<file path="src/rtl/rt_seq_pkg.sv">
package rt_seq_pkg;
    localparam int            LTSSM_W       = 5;
    localparam logic [4:0]    LTSSM_ACTIVE  = 5'h0F;
    localparam int            SPD_W         = 4;
    localparam logic [3:0]    SPD_LOWEST    = 4'd1;
    localparam int            TRAINING_BIT  = 11;
    localparam int            RETRAIN_BIT   = 5;

    typedef enum logic [3:0] {
        S_START,
        S_RD_CAP,
        S_RD_STA,
        S_RD_CTL,
        S_WR_CTL,
        S_POLL,
        S_GAP,
        S_WAIT_UP,
        S_DONE
    } seq_state_e;
endpackage

</file>
<file path="src/rtl/rt_cycle_timer.sv">
module rt_cycle_timer #(
    parameter int W = 8
) (
    input  logic         clk,
    input  logic         rst_n,
    input  logic         clr,
    output logic [W-1:0] cnt
);
    localparam logic [W-1:0] TOP = '1;

    logic [W-1:0] cnt_d, cnt_q;

    always_comb begin
        cnt_d = cnt_q;
        if (clr) begin
            cnt_d = '0;
        end else if (cnt_q != TOP) begin
            cnt_d = cnt_q + 1'b1;
        end
    end

    always_ff @(posedge clk) begin
        if (!rst_n) begin
            cnt_q <= '0;
        end else begin
            cnt_q <= cnt_d;
        end
    end

    assign cnt = cnt_q;
endmodule

</file>
<file path="src/rtl/rt_reg_master.sv">
module rt_reg_master #(
    parameter int ADDR_W = 12,
    parameter int REG_W  = 16
) (
    input  logic              clk,
    input  logic              rst_n,
    input  logic              go,
    input  logic              go_we,
    input  logic [ADDR_W-1:0] go_addr,
    input  logic [REG_W-1:0]  go_wdata,
    output logic              reg_req,
    output logic              reg_we,
    output logic [ADDR_W-1:0] reg_addr,
    output logic [REG_W-1:0]  reg_wdata,
    input  logic              reg_ack,
    input  logic [REG_W-1:0]  reg_rdata,
    output logic              xfer_done,
    output logic [REG_W-1:0]  xfer_rdata
);
    typedef struct packed {
        logic              req;
        logic              we;
        logic [ADDR_W-1:0] addr;
        logic [REG_W-1:0]  wdata;
        logic [REG_W-1:0]  rdata;
        logic              fin;
    } rm_t;

    rm_t cur_q, nxt_d;

    always_comb begin
        nxt_d     = cur_q;
        nxt_d.fin = 1'b0;
        if (cur_q.req) begin
            if (reg_ack) begin
                nxt_d.req   = 1'b0;
                nxt_d.fin   = 1'b1;
                nxt_d.rdata = reg_rdata;
            end
        end else if (go) begin
            nxt_d.req   = 1'b1;
            nxt_d.we    = go_we;
            nxt_d.addr  = go_addr;
            nxt_d.wdata = go_wdata;
        end
    end

    always_ff @(posedge clk) begin
        if (!rst_n) begin
            cur_q <= '0;
        end else begin
            cur_q <= nxt_d;
        end
    end

    assign reg_req    = cur_q.req;
    assign reg_we     = cur_q.we;
    assign reg_addr   = cur_q.addr;
    assign reg_wdata  = cur_q.wdata;
    assign xfer_done  = cur_q.fin;
    assign xfer_rdata = cur_q.rdata;
endmodule

</file>
<file path="src/rtl/rt_seq_ctrl.sv">
module rt_seq_ctrl
    import rt_seq_pkg::*;
#(
    parameter int                ADDR_W   = 12,
    parameter int                REG_W    = 16,
    parameter logic [ADDR_W-1:0] CAP_ADDR = '0,
    parameter logic [ADDR_W-1:0] STA_ADDR = '0,
    parameter logic [ADDR_W-1:0] CTL_ADDR = '0,
    parameter int                TRAIN_TO = 100,
    parameter int                UP_TO    = 100,
    parameter int                POLL_GAP = 4,
    parameter int                TW       = 8,
    parameter int                GW       = 3
) (
    input  logic               clk,
    input  logic               rst_n,
    input  logic [LTSSM_W-1:0] ltssm_state,
    output logic               go,
    output logic               go_we,
    output logic [ADDR_W-1:0]  go_addr,
    output logic [REG_W-1:0]   go_wdata,
    input  logic               xfer_done,
    input  logic [REG_W-1:0]   xfer_rdata,
    input  logic [TW-1:0]      phase_cnt,
    output logic               phase_clr,
    input  logic [GW-1:0]      gap_cnt,
    output logic               gap_clr,
    output logic               done,
    output logic               retrain_timeout,
    output logic               linkup_timeout
);
    localparam logic [TW-1:0] TRAIN_LIM = TW'(TRAIN_TO);
    localparam logic [TW-1:0] UP_LIM    = TW'(UP_TO);
    localparam logic [GW-1:0] GAP_LIM   = GW'(POLL_GAP - 1);

    typedef struct packed {
        seq_state_e       state;
        logic             pend;
        logic [REG_W-1:0] ctl_val;
        logic             trn_to;
        logic             up_to;
        logic             fin;
    } sq_t;

    sq_t cur_q, nxt_d;
    logic link_up;

    assign link_up = (ltssm_state == LTSSM_ACTIVE);

    always_comb begin
        nxt_d     = cur_q;
        go        = 1'b0;
        go_we     = 1'b0;
        go_addr   = CAP_ADDR;
        go_wdata  = cur_q.ctl_val;
        phase_clr = 1'b0;
        gap_clr   = 1'b0;
        case (cur_q.state)
            S_START: begin
                if (link_up) begin
                    nxt_d.state = S_RD_CAP;
                end else begin
                    nxt_d.state = S_DONE;
                    nxt_d.fin   = 1'b1;
                end
            end
            S_RD_CAP: begin
                go_addr = CAP_ADDR;
                if (!cur_q.pend) begin
                    go         = 1'b1;
                    nxt_d.pend = 1'b1;
                end else if (xfer_done) begin
                    nxt_d.pend = 1'b0;
                    if (xfer_rdata[SPD_W-1:0] > SPD_LOWEST) begin
                        nxt_d.state = S_RD_STA;
                    end else begin
                        nxt_d.state = S_DONE;
                        nxt_d.fin   = 1'b1;
                    end
                end
            end
            S_RD_STA: begin
                go_addr = STA_ADDR;
                if (!cur_q.pend) begin
                    go         = 1'b1;
                    nxt_d.pend = 1'b1;
                end else if (xfer_done) begin
                    nxt_d.pend = 1'b0;
                    if (xfer_rdata[SPD_W-1:0] == SPD_LOWEST) begin
                        nxt_d.state = S_RD_CTL;
                    end else begin
                        nxt_d.state = S_DONE;
                        nxt_d.fin   = 1'b1;
                    end
                end
            end
            S_RD_CTL: begin
                go_addr = CTL_ADDR;
                if (!cur_q.pend) begin
                    go         = 1'b1;
                    nxt_d.pend = 1'b1;
                end else if (xfer_done) begin
                    nxt_d.pend    = 1'b0;
                    nxt_d.ctl_val = xfer_rdata;
                    nxt_d.ctl_val[RETRAIN_BIT] = 1'b1;
                    nxt_d.state   = S_WR_CTL;
                end
            end
            S_WR_CTL: begin
                go_addr = CTL_ADDR;
                go_we   = 1'b1;
                if (!cur_q.pend) begin
                    go         = 1'b1;
                    nxt_d.pend = 1'b1;
                end else if (xfer_done) begin
                    nxt_d.pend  = 1'b0;
                    nxt_d.state = S_POLL;
                    phase_clr   = 1'b1;
                end
            end
            S_POLL: begin
                go_addr = STA_ADDR;
                if (!cur_q.pend) begin
                    go         = 1'b1;
                    nxt_d.pend = 1'b1;
                end else if (xfer_done) begin
                    nxt_d.pend = 1'b0;
                    if (!xfer_rdata[TRAINING_BIT]) begin
                        nxt_d.state = S_WAIT_UP;
                        phase_clr   = 1'b1;
                    end else if (phase_cnt >= TRAIN_LIM) begin
                        nxt_d.trn_to = 1'b1;
                        nxt_d.state  = S_WAIT_UP;
                        phase_clr    = 1'b1;
                    end else begin
                        nxt_d.state = S_GAP;
                        gap_clr     = 1'b1;
                    end
                end
            end
            S_GAP: begin
                if (gap_cnt >= GAP_LIM) begin
                    nxt_d.state = S_POLL;
                end
            end
            S_WAIT_UP: begin
                if (link_up) begin
                    nxt_d.state = S_DONE;
                    nxt_d.fin   = 1'b1;
                end else if (phase_cnt >= UP_LIM) begin
                    nxt_d.up_to = 1'b1;
                    nxt_d.state = S_DONE;
                    nxt_d.fin   = 1'b1;
                end
            end
            S_DONE: begin
                nxt_d.fin = 1'b1;
            end
            default: begin
                nxt_d.state = S_DONE;
                nxt_d.fin   = 1'b1;
            end
        endcase
    end

    always_ff @(posedge clk) begin
        if (!rst_n) begin
            cur_q       <= '0;
            cur_q.state <= S_START;
        end else begin
            cur_q <= nxt_d;
        end
    end

    assign done            = cur_q.fin;
    assign retrain_timeout = cur_q.trn_to;
    assign linkup_timeout  = cur_q.up_to;
endmodule

</file>
<file path="src/rtl/link_retrain_seq.sv">
module link_retrain_seq #(
    parameter int                ADDR_W   = 12,
    parameter int                REG_W    = 16,
    parameter logic [ADDR_W-1:0] CAP_ADDR = 12'h08C,
    parameter logic [ADDR_W-1:0] STA_ADDR = 12'h092,
    parameter logic [ADDR_W-1:0] CTL_ADDR = 12'h090,
    parameter int                TRAIN_TO = 50000,
    parameter int                UP_TO    = 50000,
    parameter int                POLL_GAP = 5000
) (
    input  logic              clk,
    input  logic              rst_n,
    input  logic [4:0]        ltssm_state,
    output logic              reg_req,
    output logic              reg_we,
    output logic [ADDR_W-1:0] reg_addr,
    output logic [REG_W-1:0]  reg_wdata,
    input  logic              reg_ack,
    input  logic [REG_W-1:0]  reg_rdata,
    output logic              done,
    output logic              retrain_timeout,
    output logic              linkup_timeout
);
    localparam int MAX_TO = (TRAIN_TO > UP_TO) ? TRAIN_TO : UP_TO;
    localparam int TW     = $clog2(MAX_TO + 2);
    localparam int GW     = (POLL_GAP > 1) ? $clog2(POLL_GAP + 1) : 1;

    logic              go, go_we;
    logic [ADDR_W-1:0] go_addr;
    logic [REG_W-1:0]  go_wdata;
    logic              xfer_done;
    logic [REG_W-1:0]  xfer_rdata;
    logic [TW-1:0]     phase_cnt;
    logic              phase_clr;
    logic [GW-1:0]     gap_cnt;
    logic              gap_clr;

    rt_reg_master #(.ADDR_W(ADDR_W), .REG_W(REG_W)) u_port (
        .clk        (clk),
        .rst_n      (rst_n),
        .go         (go),
        .go_we      (go_we),
        .go_addr    (go_addr),
        .go_wdata   (go_wdata),
        .reg_req    (reg_req),
        .reg_we     (reg_we),
        .reg_addr   (reg_addr),
        .reg_wdata  (reg_wdata),
        .reg_ack    (reg_ack),
        .reg_rdata  (reg_rdata),
        .xfer_done  (xfer_done),
        .xfer_rdata (xfer_rdata)
    );

    rt_cycle_timer #(.W(TW)) u_phase_tmr (
        .clk   (clk),
        .rst_n (rst_n),
        .clr   (phase_clr),
        .cnt   (phase_cnt)
    );

    rt_cycle_timer #(.W(GW)) u_gap_tmr (
        .clk   (clk),
        .rst_n (rst_n),
        .clr   (gap_clr),
        .cnt   (gap_cnt)
    );

    rt_seq_ctrl #(
        .ADDR_W   (ADDR_W),
        .REG_W    (REG_W),
        .CAP_ADDR (CAP_ADDR),
        .STA_ADDR (STA_ADDR),
        .CTL_ADDR (CTL_ADDR),
        .TRAIN_TO (TRAIN_TO),
        .UP_TO    (UP_TO),
        .POLL_GAP (POLL_GAP),
        .TW       (TW),
        .GW       (GW)
    ) u_ctrl (
        .clk             (clk),
        .rst_n           (rst_n),
        .ltssm_state     (ltssm_state),
        .go              (go),
        .go_we           (go_we),
        .go_addr         (go_addr),
        .go_wdata        (go_wdata),
        .xfer_done       (xfer_done),
        .xfer_rdata      (xfer_rdata),
        .phase_cnt       (phase_cnt),
        .phase_clr       (phase_clr),
        .gap_cnt         (gap_cnt),
        .gap_clr         (gap_clr),
        .done            (done),
        .retrain_timeout (retrain_timeout),
        .linkup_timeout  (linkup_timeout)
    );
endmodule

</file>
<file path="config.mk">
export PLATFORM = sky130hd
export DESIGN_NAME = link_retrain_seq
export DESIGN_NICKNAME = d
export VERILOG_FILES = /design/src/rtl/rt_seq_pkg.sv /design/src/rtl/rt_cycle_timer.sv /design/src/rtl/rt_reg_master.sv /design/src/rtl/rt_seq_ctrl.sv /design/src/rtl/link_retrain_seq.sv
export SDC_FILE = /design/constraint.sdc
export NUM_CORES = 1
export LEC_CHECK = 0
export BUFFER_PORTS_ARGS = -buffer_cell sky130_fd_sc_hd__buf_2
export CORE_ASPECT_RATIO = 1.1
export CORE_MARGIN = 4
export CORE_UTILIZATION = 56
export CTS_BUF_LIST = sky130_fd_sc_hd__clkbuf_8
export DETAILED_ROUTE_END_ITERATION = 7
export PLACE_DENSITY = 0.77
export SLEW_MARGIN = 25
export SYNTH_ARGS = -nofsm -noshare
export SYNTH_HDL_FRONTEND = slang
export SYNTH_HIERARCHICAL = 1
export SYNTH_SLANG_ARGS = --single-unit
export TNS_END_PERCENT = 10
</file>
<file path="constraint.sdc">
create_clock -name clk -period 2.3 [get_ports clk]
set_clock_uncertainty 0.1 [all_clocks]
set_input_delay 0.46 -clock clk [delete_from_list [all_inputs] [get_ports clk]]
set_output_delay 0.46 -clock clk [all_outputs]
set_load 0.03 [all_outputs]
</file>
======== Word-level counts from Yosys, hierarchy flattened ========
Index checks and enable logic that the tools add are counted.
storage, ports and cells
  flip-flop bits (word level) ............. 100
  bits in latches ......................... 0
  RAM bits ................................ 0
  bits in read-only memories .............. 0
  bits of input ports ..................... 24
  word-level logic and storage cells ...... 122
  memories ................................ 0
cells by class
  add/sub/neg operators ................... 2
  multiply operators ...................... 0
  divide/modulo/power cells ............... 0
  magnitude comparators ................... 3
  equal/unequal tests ..................... 27
  shifts and indexed selects .............. 0
  mux-type cells .......................... 55
  bitwise operators ....................... 5
  reduce and logical (&&, ||, !) cells .... 16
operators with widths
  operator                                                         count
  4-bit two-way mux                                                11
  4-bit one-hot mux with 9 select lines                            1
  1-bit two-way mux                                                33
  30-bit two-way mux                                               1
  21-bit two-way mux                                               1
  5-bit two-way mux                                                4
  16-bit by 1-bit adder with 16-bit output, second input constant  1
  4-bit by 3-bit == test with 1-bit output, second input constant  4
  16-bit >= comparator, second input constant                      1
  16-bit != test, second input constant                            1
  2-bit != test, second input constant                             8
  13-bit by 1-bit adder with 13-bit output, second input constant  1
  13-bit >= comparator, second input constant                      1
  13-bit != test, second input constant                            1
  13-bit AND reduction                                             1
  2-bit by 1-bit != test with 1-bit output, second input constant  6
  1-bit one-hot mux with 5 select lines                            2
  5-bit one-hot mux with 2 select lines                            1
  9-bit AND reduction                                              1
  4-bit by 1-bit == test with 1-bit output, second input constant  2
  4-bit by 2-bit == test with 1-bit output, second input constant  2
  2-bit OR reduction                                               4
  2-bit AND reduction                                              3
  3-bit AND reduction                                              2
  11 further kinds                                                 15

======== Depth between registers and ports, before layout ========
Gate-level depths: netlist (run 1).
  depth in word-level cells ............... 7
  depth in mapped cells ................... 8
  gate-level depth less buffers ........... 7

======== Cells and area by module ========
Netlist (run 1), hierarchy kept.
by module, submodules not included
  module                         instances  cells an instance  area an instance (um^2)  seq. area each (um^2)
  rt_reg_master                  1          206                1859.3                   940.9
  rt_seq_ctrl                    1          201                1521.5                   480.5
  rt_cycle_timer at u_phase_tmr  1          94                 812.0                    320.3
  rt_cycle_timer at u_gap_tmr    1          67                 611.8                    260.2

======== Worst setup path before layout (run 1) ========
No wires, ideal clock.
  path kind ............................... register -> register
  start ................................... reg u_phase_tmr.cnt_q[4] (netlist: u_phase_tmr/cnt[4])
  end ..................................... reg u_phase_tmr.cnt_q[0] (netlist: u_phase_tmr/cnt[0])
  setup time .............................. 0.128 ns
  arrival ................................. 1.707 ns
  setup slack ............................. 0.366 ns
  cell stages (with the launch flop) ...... 8
  clock period less this slack ............ 1.934 ns
  cell sequence ........................... dfxtp_1 -> nor3_1 -> o21a_1 -> or2_2 -> a31oi_1 -> nand2b_1 -> clkbuf_1 -> nor2_1
between the ends
  longest elaborated chain between the ends .. 7
RTL lines
  what                                   RTL line                source
  from (decl)                            rt_cycle_timer.sv:11    logic [W-1:0] cnt_d, cnt_q;
  from (signal assigned)                 rt_cycle_timer.sv:26    cnt_q <= cnt_d;
  16-bit >= comparator                   rt_seq_ctrl.sv:131      end else if (phase_cnt >= TRAIN_LIM) begin
  1-bit two-way mux                      rt_seq_ctrl.sv:131
  1-bit two-way mux                      rt_seq_ctrl.sv:128      if (!xfer_rdata[TRAINING_BIT]) begin
  1-bit two-way mux                      rt_seq_ctrl.sv:126      end else if (xfer_done) begin
  1-bit two-way mux                      rt_seq_ctrl.sv:123      if (!cur_q.pend) begin
  1-bit one-hot mux with 2 select lines  rt_seq_ctrl.sv:58       case (cur_q.state)
  via phase_clr                          link_retrain_seq.sv:34  logic phase_clr;
  2-bit OR reduction (no line)           --
The timed path passes the listed nets, and every way through them passes these cells.
A chain may end at the register's enable or synchronous reset.

======== Worst setup path in the final report (run 1) ========
  start ................................... reg u_phase_tmr.cnt_q[9] (netlist: u_phase_tmr/cnt[9])
  end ..................................... reg u_phase_tmr.cnt_q[14] (netlist: u_phase_tmr/cnt[14])
Same word-level chain as after synthesis.

==> results.toml, run 1 <==
[routing]
wl_per_cell_um = 13.7
wl_um = 9660
via_per_inst = 5.63
dr.pass1.iters = 5
drt_iter0_drc = 230
drtAntennaViolNets = 0
drc_errors = 0
num_vias = 3960

[finish]
final_nets = 614
syn2layout_area_growth_pct = 6.61
fin_cells = 704
antenna_cells = 0
final_common_cell = "nand2_1"
drive_gt1_frac = 0.179
layout_common_cells = "nand2_1 (120), dfxtp_1 (99), buf_2 (55)"

[placement]
dp_cells = 688
dp_hpwl_um = 6770
numPortBuffers = 55
routabilityCongestion = 0.908
dp_slack_ps = 289

[critical_path]
worstReg2RegStart = "u_phase_tmr/cnt[9]"
critPathMaxFanout = 13
worst_setup_path_end_kind = "flop"
crit_family = "compound AO/OA/AOI/OAI gates"
worstPathCellList = "o211ai_1 -> o21a_1 -> or2_2 -> a31oi_1 -> nand2b_1 -> buf_4 -> a31oi_1 -> o21a_1"
required_ps = 2470
crit_path_max_incr_delay_ps = 480
critPathBufInv = 1
crit_type = "flop to flop"
crit_path_start_kind = "flop"
worst_path_max_delay_cell = "dfxtp_1"
crit_arrival_ps = 2210
crit_start = "u_phase_tmr/cnt[9]"

[sta]
slew_headroom = 0.594
tightestPinTransition_ps = 608
hold_ws_ps = 228
finalCriticalPeriod_ps = 2040
finalSetupViolations = 0
rsz0062_at_grt = "false"
postLayoutSetupSlackWorst_ps = 256
post-route-period-util = 0.889
setup_tns_ps = 0
hold_viol_final = 0
maxSlewViolCount = 0
fmax_ghz = 0.489

[cts]
h-tree-depth = 3
post-cts-setup-buffers = 0
hold_buffers = 0
cts_root_buffer = "clkbuf_8"
clkLatencyLatePin_ps = 360
cts_tree = "done"
post_cts_resized = 0
clockBufferDepth = 2
cts_sinks = 99
cts_made_buffers = 9
cts.clk_slew.worst_paths_ps = 100

[yosys]
netlist_area_um2 = 4770
ys_warn_count = 6
syn_avg_cell_area_um2 = 8.46
synth_cells = 564

[grt]
antenna_found_initial = 0
grt_max_degree = 84
grt_pass1_vias = 3643
grtUsageTotal = 0.198
grt_pass1_wl_um = 16300
overflow = 0

[floorplan]
start_util = 0.573
dieArea_um2 = 10100
rows = 35
core-area_um2 = 8320
die_h_um = 105
die_w_um = 96.0
pin_count = 57

[job]
maxCapViolCount = 0

[min_path]
hold_path.startpoint = "reg_rdata[4]"
worstHoldPathType = "input port to flop"

[power]
p_per_area_nw_per_um2 = 749
irDropWorstVdd_mv = 0.563
p_leak_uw = 0.00188
total_power_uw = 3810

[outcome]
outcome = "finished, final reports clean"
[final cells by class]
| cell class | count | area [um2] |
|---|---|---|
| Multi-Input combinational cell | 406 | 2370 |
| Tap cell | 111 | 139 |
| Clock buffer | 10 | 138 |
| Sequential cell | 99 | 1980 |
| Fill cell | 759 | 3240 |
| Clock inverter | 6 | 53.8 |
| Inverter | 8 | 30.0 |
| Timing Repair Buffer | 64 | 368 |
[path summary, 6_finish.rpt]
| kind | endpoint | slack [ps] | depth (start not counted) |
|---|---|---|---|
| max | u_phase_tmr/cnt[14] | 260 | 8 |
| min | u_port/xfer_rdata[4] | 230 | 3 |
| max reg2reg | u_phase_tmr/cnt[14] | 260 | 8 |
| min reg2reg | u_ctrl/go_wdata[8] | 360 | 2 |
[per-stage QoR]
step | area [um2] | utilization
floorplan | 4790 | -
global placement | 4890 | 0.588
detailed placement | 4890 | 0.588
CTS | 5080 | 0.611
global route | 5080 | 0.611
finish | 5080 | 0.611
[state kept, by name (all words and copies together) (netlist names)]
register                count
u_ctrl/linkup_timeout       1
u_port/xfer_rdata          15
u_port/reg_we               1
u_port/reg_wdata           16
u_ctrl/retrain_timeout      1
u_port/reg_req              1
u_port/xfer_done            1
u_port/reg_addr            12
u_ctrl/go_wdata            16
u_gap_tmr/cnt              13
u_ctrl/cur_q                5
u_phase_tmr/cnt            16
u_ctrl/done                 1
[layer usage]
layer / GRT usage / vias to the layer above / share of wire
met5: 0 / - / 0
met4: 0.0732 / 0 / 0.022
met3: 0.0288 / 24 / 0.048
met2: 0.310 / 115 / 0.47
met1: 0.273 / 1833 / 0.46
li1: - / 1988 / -
[worst reg2reg max path, cell delays in order (launching register included)]
cell and delay (ps):
dfxtp_1 480, o211ai_1 130, o21a_1 210, or2_2 320, a31oi_1 210, nand2b_1 130, buf_4 190, a31oi_1 60
o21a_1 110
[report_power, final]
group / switching [uW] / internal (uW)
Sequential: 123 / 1810
Clock: 613 / 442
Combinational: 466 / 351
Total: 1200 / 2600
Note: power is estimated with default switching activity, not from simulation.
==> run 2, diff against run 1 <==
ABC_AREA = 1   (was not set)
RECOVER_POWER = 50   (was not set)
SLEW_MARGIN = not set   (was 25)
==> results.toml, run 2 <==
[outcome]
outcome = "finished, final reports clean"

[routing]
wl_per_cell_um = 11.4
via_per_inst = 4.88
drt_iter0_drc = 236
drc_errors = 0
dr.pass1.iters = 5
wl_um = 10100
num_vias = 4316
drtAntennaViolNets = 0

[cts]
clockBufferDepth = 2
hold_buffers = 0
cts_made_buffers = 9
clkLatencyLatePin_ps = 360
cts_root_buffer = "clkbuf_8"
cts_sinks = 99
post_cts_resized = 0
h-tree-depth = 3
cts.clk_slew.worst_paths_ps = 100
cts_tree = "done"
post-cts-setup-buffers = 0

[grt]
overflow = 0
grt_pass1_wl_um = 17900
grt_max_degree = 55
grtUsageTotal = 0.202
antenna_found_initial = 0
grt_pass1_vias = 4241

[floorplan]
pin_count = 57
start_util = 0.581
core-area_um2 = 8500
die_w_um = 97.5
die_h_um = 106
dieArea_um2 = 10400
rows = 35

[critical_path]
worst_path_max_delay_cell = "dfxtp_1"
crit_path_max_incr_delay_ps = 350
worst_setup_path_end_kind = "flop"
required_ps = 2480
crit_type = "flop to flop"
worstPathCellList = "inv_1 -> nand2_1 -> o21bai_1 -> nand4_1 -> nand4_1 -> inv_1 -> nor2_8 -> clkinv_1 -> a31oi_1"
critPathMaxFanout = 9
crit_arrival_ps = 2170
crit_path_start_kind = "flop"

[sta]
rsz0062_at_grt = "false"
hold_viol_final = 0
tightestPinTransition_ps = 925
slew_headroom = 0.383
hold_ws_ps = 175
setup_tns_ps = 0
post-route-period-util = 0.863
finalSetupViolations = 0
finalCriticalPeriod_ps = 1980
maxSlewViolCount = 0
fmax_ghz = 0.504

[finish]
antenna_cells = 0
final_nets = 795
drive_gt1_frac = 0.106
syn2layout_area_growth_pct = 6.18
layout_common_cells = "nand2_1 (171), inv_1 (106), nor2_1 (103)"
fin_area_um2 = 5240
fin_cells = 885
final_common_cell = "nand2_1"

[yosys]
synth_cells = 736
syn_avg_cell_area_um2 = 6.71
netlist_area_um2 = 4940
ys_warn_count = 6

[power]
total_power_uw = 3440
p_per_area_nw_per_um2 = 655
p_leak_uw = 0.00227
irDropWorstVdd_mv = 0.339

[job]
maxCapViolCount = 0

[placement]
dpl_cell_area_um2 = 5120
routabilityCongestion = 0.920
numPortBuffers = 55
dp_hpwl_um = 7420
dp_cells = 869

[min_path]
worstHoldPathType = "input port to flop"
[run 2: cell count changes in the layout (fill, tap and decap cells not counted), sizes merged, moves of 7 or more]
| cell | delta |
|---|---|
| nor2 | +87 |
| nor4 | -8 |
| inv | +105 |
| clkbuf | +33 |
| or3 | -9 |
| mux2i | -34 |
| nand3 | +63 |
| nor2b | -7 |
| and3 | -7 |
| buf | -35 |
| nand2 | +58 |
| nand4 | -15 |
[run 2: worst max-delay path, delay by kind of cell (launching register included)]
family	cells	cell delay, ps
simple gates	4	510
compound gates	2	510
buf+inv	3	420
flops	1	350
[run 2: metrics by stage]
stage / utilization / worst slack, ps
final: 0.617 / 316
after global routing: 0.617 / 126
after CTS: 0.624 / 327
after detailed placement: 0.603 / 350
after global placement: 0.603 / 458
after floorplan: - / 451
[run 2: final cells by class]
type | count | area [um2]
clock buffer | 9 | 124
clock inverter | 7 | 55.1
fill | 854 | 3250
inverter | 116 | 435
multi-input combinational | 480 | 2220
sequential | 99 | 1980
tap | 111 | 139
timing repair buffer | 63 | 290
[run 2: path summary, 6_finish.rpt]
| check | from | depth (start not counted) | slack, ps | to |
|---|---|---|---|---|
| setup / recovery | u_phase_tmr/cnt[10] | 9 | 320 | u_phase_tmr/cnt[2] |
| hold / removal | reg_rdata[8] | 3 | 180 | u_port/xfer_rdata[8] |
| setup reg to reg | u_phase_tmr/cnt[10] | 9 | 320 | u_phase_tmr/cnt[2] |
| hold reg to reg | u_ctrl/go_wdata[2] | 2 | 350 | u_ctrl/go_wdata[2] |
[run 2: per-layer routing]
layer	vias up	routed length, um	global-route usage
met3	20	440	0.0407
met4	0	150	0.0762
met5	-	0	0
met1	1883	4770	0.251
li1	2316	-	-
met2	97	4720	0.346
[run 2: where the power goes]
group / switching, uW / total [uW] / internal (uW)
combinational: 395 / 563 / 168
sequential: 59.5 / 1860 / 1800
clock: 609 / 1010 / 400
total: 1060 / 3440 / 2370
==> run 3, diff against run 2 <==
GPL_TIMING_DRIVEN = 0   (was not set)
==> results.toml, run 3 (synthesis gave the netlist of run 2 again) <==
[min_path]
worstHoldPathType = "input port to flop"
hold_path.startpoint = "reg_rdata[0]"
worst_hold_path.endpoint = "u_port/xfer_rdata[0]"
hold_depth = 3

[power]
p_leak_uw = 0.00244
p_per_area_nw_per_um2 = 639
irDropWorstVdd_mv = 0.317

[grt]
grtUsageTotal = 0.206
overflow = 0
grt_pass1_vias = 4078
use_met2 = 0.347
grt_use_met1 = 0.264
grt_max_degree = 19
grt_pass1_wl_um = 17900
top_usage_layer = "met2"
antenna_found_initial = 0
use_met3 = 0.0433

[floorplan]
pin_count = 57
rows = 35
dieArea_um2 = 10400
die_w_um = 97.5
core-area_um2 = 8500
die_h_um = 106
start_util = 0.581

[finish]
syn2layout_area_growth_pct = 11.6
final_common_cell = "nand2_1"
fin_area_um2 = 5510
antenna_cells = 0
final_util = 0.649
layout_common_cells = "nand2_1 (170), inv_1 (105), nor2_1 (102)"
drive_gt1_frac = 0.140
final_nets = 834

[cts]
post-cts-setup-buffers = 0
cts_tree = "done"
clkLatencyLatePin_ps = 360
clockBufferDepth = 2
cts_root_buffer = "clkbuf_8"
h-tree-depth = 3
cts_made_buffers = 9
cts.clk_slew.worst_paths_ps = 110
cts_sinks = 99

[outcome]
outcome = "finished, final reports clean"

[critical_path]
required_ps = 2450
rr_worst_depth = 11
critPathMaxFanout = 10
rr_endpoint = "u_port/reg_addr[2]"
crit_type = "flop to flop"
worst_setup_path_end_kind = "flop"
worstReg2RegStart = "u_ctrl/cur_q[22]"
ff2ff_setup_slack_ps = 210
crit_path_start_kind = "flop"
crit_arrival_ps = 2240

[routing]
wl_um = 10400
wl_per_cell_um = 11.3
drc_errors = 0
drtAntennaViolNets = 0
num_vias = 4470
drt_iter0_drc = 213
dr.pass1.iters = 5
via_per_inst = 4.84

[sta]
hold_viol_final = 0
fmax_ghz = 0.479
finalCriticalPeriod_ps = 2090
rsz0062_at_grt = "false"
post-route-period-util = 0.907
finalSetupViolations = 0
maxSlewViolCount = 0
setup_tns_ps = 0

[job]
maxCapViolCount = 0

[placement]
dp_hpwl_um = 7860
dpl_cell_area_um2 = 5370
routabilityCongestion = 0.897
numPortBuffers = 55
-- run 3: changes by cell type in the layout (fill, tap and decap cells not counted), sizes merged --
cell	change
buf	+33
clkbuf	+7
clkinv	-1
clkinvlp	-1
inv	+1
-- run 3: worst max path at each step --
stage	slack [ps]	depth (start not counted)	startpoint	endpoint
after CTS	60	10	u_ctrl/cur_q[23]	u_port/reg_addr[2]
after global placement	120	10	u_ctrl/cur_q[23]	u_port/reg_wdata[13]
after global routing	20	8	u_phase_tmr/cnt[4]	u_gap_tmr/cnt[3]
after detailed placement	80	10	u_ctrl/cur_q[23]	u_port/reg_addr[2]
final	210	11	u_ctrl/cur_q[22]	u_port/reg_addr[2]
after floorplan	450	10	u_ctrl/cur_q[22]	u_port/reg_wdata[9]
-- run 3: metrics by stage --
| step | hold WS [ps] | cells | setup slack (ps) | power [uW] |
|---|---|---|---|---|
| after floorplan | 323 | 742 | 451 | 2340 |
| after global placement | 333 | 908 | 116 | 2490 |
| after detailed placement | 338 | 908 | 76.9 | 2500 |
| after CTS | 163 | 924 | 59.1 | 3580 |
| after global routing | 160 | 924 | 24.2 | 3720 |
| final | 177 | 924 | 213 | 3520 |
-- run 3: routing by layer --
metal	wire [um]	vias up
li1	-	2396
met1	4970	1973
met2	4900	92
met3	467	9
met4	97	0
met5	0	-
-- run 3: report_power, final --
part / internal, uW / total, uW / leakage [uW] / switching (uW)
clock network: 444 / 1070 / 0.0000929 / 629
logic: 182 / 583 / 0.00154 / 402
registers: 1800 / 1870 / 0.000802 / 62.8
total: 2430 / 3520 / 0.00244 / 1090
-- run 3: area by class of cell --
| type | instances | area [um2] |
|---|---|---|
| clock inverter | 6 | 55.1 |
| sequential | 99 | 1980 |
| fill | 839 | 2990 |
| buffer | 47 | 309 |
| timing repair buffer | 55 | 234 |
| clock buffer | 10 | 138 |
| multi-input combinational | 480 | 2220 |
| tap | 111 | 139 |
| inverter | 116 | 435 |
-- run 3: what timing repair did --
action	CTS	global route
gates resized for setup	0	2
hold buffers	0	0
setup endpoints to repair	0	20
hold endpoints to repair	0	0
-- run 3: critical path, stage by stage, from the launching register on --
cell and delay [ps]:
dfxtp_1 420, inv_2 80, nor2_4 160, nand2_2 80
nand2_2 110, inv_2 60, o21ai_1 250, buf_2 270
buf_2 230, nand3_1 100, nand2_1 90, nor2_1 40
